[src/rtl/flash_sector_guard.sv]
module flash_sector_guard #(
  parameter int SECT_W = 6
) (
  input  logic              clk,
  input  logic              rst_n,
  input  logic              wen_set,
  input  logic              sr_wr,
  input  logic [4:0]        sr_wdata,
  input  logic              wp_n,
  input  logic              ce_req,
  input  logic              op_req,
  input  logic [SECT_W-1:0] op_sector,
  output logic              grant,
  output logic              reject,
  output logic              wel,
  output logic              dir,
  output logic              srwd,
  output logic [2:0]        bp
);
  localparam int NSECT = 1 << SECT_W;
  localparam int CW    = SECT_W + 1;

  logic [CW-1:0] prot_n;
  logic          in_prot, frozen, any_req, ok;

  always_comb begin
    case (bp)
      3'd0:    prot_n = '0;
      3'd7:    prot_n = CW'(NSECT);
      default: prot_n = CW'(1) << (bp - 3'd1);
    endcase
  end

  assign in_prot = dir ? ({1'b0, op_sector} <  prot_n)
                       : ({1'b0, op_sector} >= CW'(NSECT) - prot_n);
  assign frozen  = srwd & ~wp_n;
  assign any_req = sr_wr | ce_req | op_req;
  assign ok      = sr_wr  ? wel :
                   ce_req ? (wel & (bp == 3'd0)) :
                            (wel & ~in_prot);

  always_ff @(posedge clk or negedge rst_n) begin
    if (!rst_n) begin
      grant  <= 1'b0;
      reject <= 1'b0;
      wel    <= 1'b0;
      dir    <= 1'b0;
      srwd   <= 1'b0;
      bp     <= 3'd0;
    end else begin
      grant  <= any_req & ok;
      reject <= any_req & ~ok;
      if (any_req)      wel <= 1'b0;
      else if (wen_set) wel <= 1'b1;
      if (sr_wr && wel) begin
        dir <= sr_wdata[3];
        if (!frozen) begin
          srwd <= sr_wdata[4];
          bp   <= sr_wdata[2:0];
        end
      end
    end
  end
endmodule

[config.mk]
export PLATFORM = sky130hd
export DESIGN_NAME = flash_sector_guard
export DESIGN_NICKNAME = d
export VERILOG_FILES = /design/src/rtl/flash_sector_guard.sv
export SDC_FILE = /design/constraint.sdc
export NUM_CORES = 1
export LEC_CHECK = 0
export BUFFER_PORTS_ARGS = -buffer_cell sky130_fd_sc_hd__buf_4
export CAP_MARGIN = 20
export CORE_MARGIN = 2
export CORE_UTILIZATION = 30
export DETAILED_ROUTE_END_ITERATION = 6
export PLACE_DENSITY = 0.64
export SYNTH_ARGS = -nofsm -noshare
export SYNTH_HDL_FRONTEND = slang
export SYNTH_SLANG_ARGS = --single-unit
[constraint.sdc]
create_clock -name clk -period 3.6 [get_ports clk]
set_clock_uncertainty 0.1 [all_clocks]
set_input_delay 0 -clock clk [delete_from_list [all_inputs] [get_ports clk]]
set_output_delay 0 -clock clk [all_outputs]
set_load 0.005 [all_outputs]
==> impl_metrics.toml <==
[routing]
wire_per_inst_um = 12.6
wl_mm = 2.03
routed_via_density = 5.09
dr.pass1.iters = 4
drc = 0
drt_iter0_drc = 20
vias = 820
ant_nets = 0

[power_and_ir_drop]
p_seq_frac = 0.228
p_sw_frac = 0.411
p_int_w = 0.000310
p_clk_frac = 0.129
leakagePower_nw = 0.544
p_comb_frac = 0.643
power.total_w = 0.000526
p_sw_w = 0.000216
ir_drop_mv = 0.239
pwr_density_cell_nw_per_um2 = 459

[timing]
fin_tns_setup_ns = 0
fmax_ghz = 0.305
finalWorstPathRequiredPeriod_ns = 3.28
slew_violations = 0
relSlewSlack = 0.686
finalCritPeriodShare = 0.911
worst_pin_slew_ns = 0.469
fin_ws_ns = 0.320
setup_viol = 0
rsz0062_at_grt = "no"
finalHoldViolCount = 0

[die]
die_area_um2 = 3140
rows = 18
die_w_um = 56.1
die_h_um = 56.1
start_util = 0.322
io-pin-count = 26
core_um2 = 2520

[global_routing]
antenna_found_initial = 0
first_global_vias = 851
grt_pass1_wl_mm = 3.53
gr-total-overflow = 0
grt_max_degree = 15
grt_use_total = 0.139

[yosys]
yosysSeqAreaShare = 0.246
ys_types = 36
synth-compound-area-share = 0.200
synth_fa_ha_area_frac = 0.200
syn_area_per_cell_um2 = 8.65
syn_nets = 125
synth_top_family_by_area = "simple AND/OR/NAND/NOR gates"
yosysTopAreaCell = "dfrtp_1"
synth-xor-area-share = 0.0108
synth_simple_gate_area_frac = 0.228
synthMuxAreaShare = 0.0415
synth_warnings = 0
netlist_instances = 94
ys_ff_latch = 8
synthTopCellsByArea = "dfrtp_1, ha_1, a21oi_1, mux2_2, inv_1"
synthesis.area_um2 = 813
synth_top_area_frac = 0.246

[clock_tree]
root_buffer = "clkbuf_4"
tritoncts = "done"
htreeDepth = 1
clkLatencyLatePin_ns = 0.25
cts.sinks = 8
clk_pin_slew_ns = 0.05
numCtsBuffers = 3
clock_path_buffers = 2
cts_setup_buffers = 0

[setup_path]
crit_type = "reg2reg"
cp.arrival_ns = 3.30
path_max_fanout = 10
cp-end-kind = "register"
critPathRequiredTime_ns = 3.62
start_kind = "register"

[flow_run]
maxCapViolCount = 0

[status]
status = "finished, final reports clean"

[placed_design]
dp_slack_ns = 0.202
io_buffers = 25
gp_congestion = 0.847
hpwlAfterDp_mm = 1.57

[final_layout]
nets = 164
mostFrequentLayoutCell = "buf_4"
area_delta_synth_final_pct = 41.1
layout_common_cells = "buf_4, ha_1, dlygate4sd3_1, inv_1, dfrtp_1"
post_route_cells_drive_above_1_share = 0.275
diodes = 0

[min_path]
hp-class = "in2async"
-- final timing paths --
kind	to	from	slack (ns)	cells past startpoint
max in group asynchronous	bp[1]	rst_n	3.27	2
min reg2reg	dir	dir	0.52	1
max	reject	bp[1]	0.32	13
min	wel	rst_n	0.002	2
min in group clk	reject	sr_wr	0.01	4
max reg2reg	reject	bp[1]	0.32	13
-- power by group through the flow --
stage / clock [W] / sequential (W) / combinational, W
2_1_floorplan: 0 / 0.000124 / 0.000233
3_3_place_gp: 0 / 0.000121 / 0.000313
3_5_place_dp: 0 / 0.000121 / 0.000323
4_1_cts: 0.0000680 / 0.000120 / 0.000335
5_1_grt: 0.0000723 / 0.000123 / 0.000385
6_report: 0.0000677 / 0.000120 / 0.000338
-- per-layer routing --
metal / up-vias / share of wire / GRT usage
met3: 2 / 0.035 / 0.0233
met1: 381 / 0.44 / 0.156
met5: - / 0 / 0
li1: 419 / - / -
met4: 0 / 0.0044 / 0.0510
met2: 18 / 0.52 / 0.257
-- critical path, cell delays in order (launching register included) --
cell       delay, ns
dfrtp_1         0.37
or2_2           0.32
inv_1           0.08
ha_1            0.28
and2_1          0.20
inv_1           0.05
ha_1            0.26
a311oi_1        0.29
a31oi_1         0.06
nor2_1          0.11
ha_1            0.25
a21o_1          0.16
a2111oi_1       0.50
o31ai_1         0.14
-- cell usage after synthesis (all sizes together) --
cell type,instances
ha,13
dfrtp,8
inv,8
a21oi,7
nand2,6
nor2,6
nand3,5
o21ai,5
buf,3
mux2,3
nand2b,2
nand3b,2
nor2b,2
o22ai,2
or2,2
a2111oi,1
a21boi,1
a21o,1
a311oi,1
a31oi,1
a32o,1
and2,1
and2b,1
and3b,1
nand4,1
nor3,1
nor4,1
nor4b,1
o211ai,1
o21a,1
o221ai,1
o311a,1
o31ai,1
or2b,1
xnor2,1
-- kinds of logic after synthesis --
logic type	after synthesis
AO/OA/AOI/OAI	25
multiplexers	3
XOR/XNOR	1
adder cells (fa/ha/maj)	13
AND/OR/NAND/NOR	33
flip-flops	8
buffers and inverters	11
-- sequential cells by signal, indices dropped and copies added (netlist names) --
register  count
bp            3
dir           1
grant         1
reject        1
srwd          1
wel           1
-- stage by stage --
stage | cell area (um2) | util | hold slack (ns) | instances
4_1_cts | 1150 | 0.454 | 0.000559 | 161
5_1_grt | 1150 | 0.455 | 0.0163 | 161
3_3_place_gp | 1020 | 0.406 | -0.276 | 148
3_5_place_dp | 1020 | 0.406 | -0.278 | 148
2_1_floorplan | 813 | - | -0.396 | 94
6_report | 1150 | 0.455 | 0.00198 | 161
-- layout make-up --
| cell class | count | area (um2) |
|---|---|---|
| clock buffers | 3 | 22.5 |
| fillers | 253 | 1380 |
| inverters | 8 | 30.0 |
| multi-input cells | 75 | 554 |
| flip-flops and latches | 8 | 200 |
| well taps | 30 | 37.5 |
| repair buffers | 37 | 303 |
-- timing repair --
| action | in CTS | in global routing |
|---|---|---|
| endpoints found under the hold margin | 16 | 0 |
| hold buffers | 10 | 0 |
| setup endpoints to repair | 0 | 2 |
| gates resized for setup | 0 | 1 |
No activity file was read; power rests on OpenSTA's default activity.
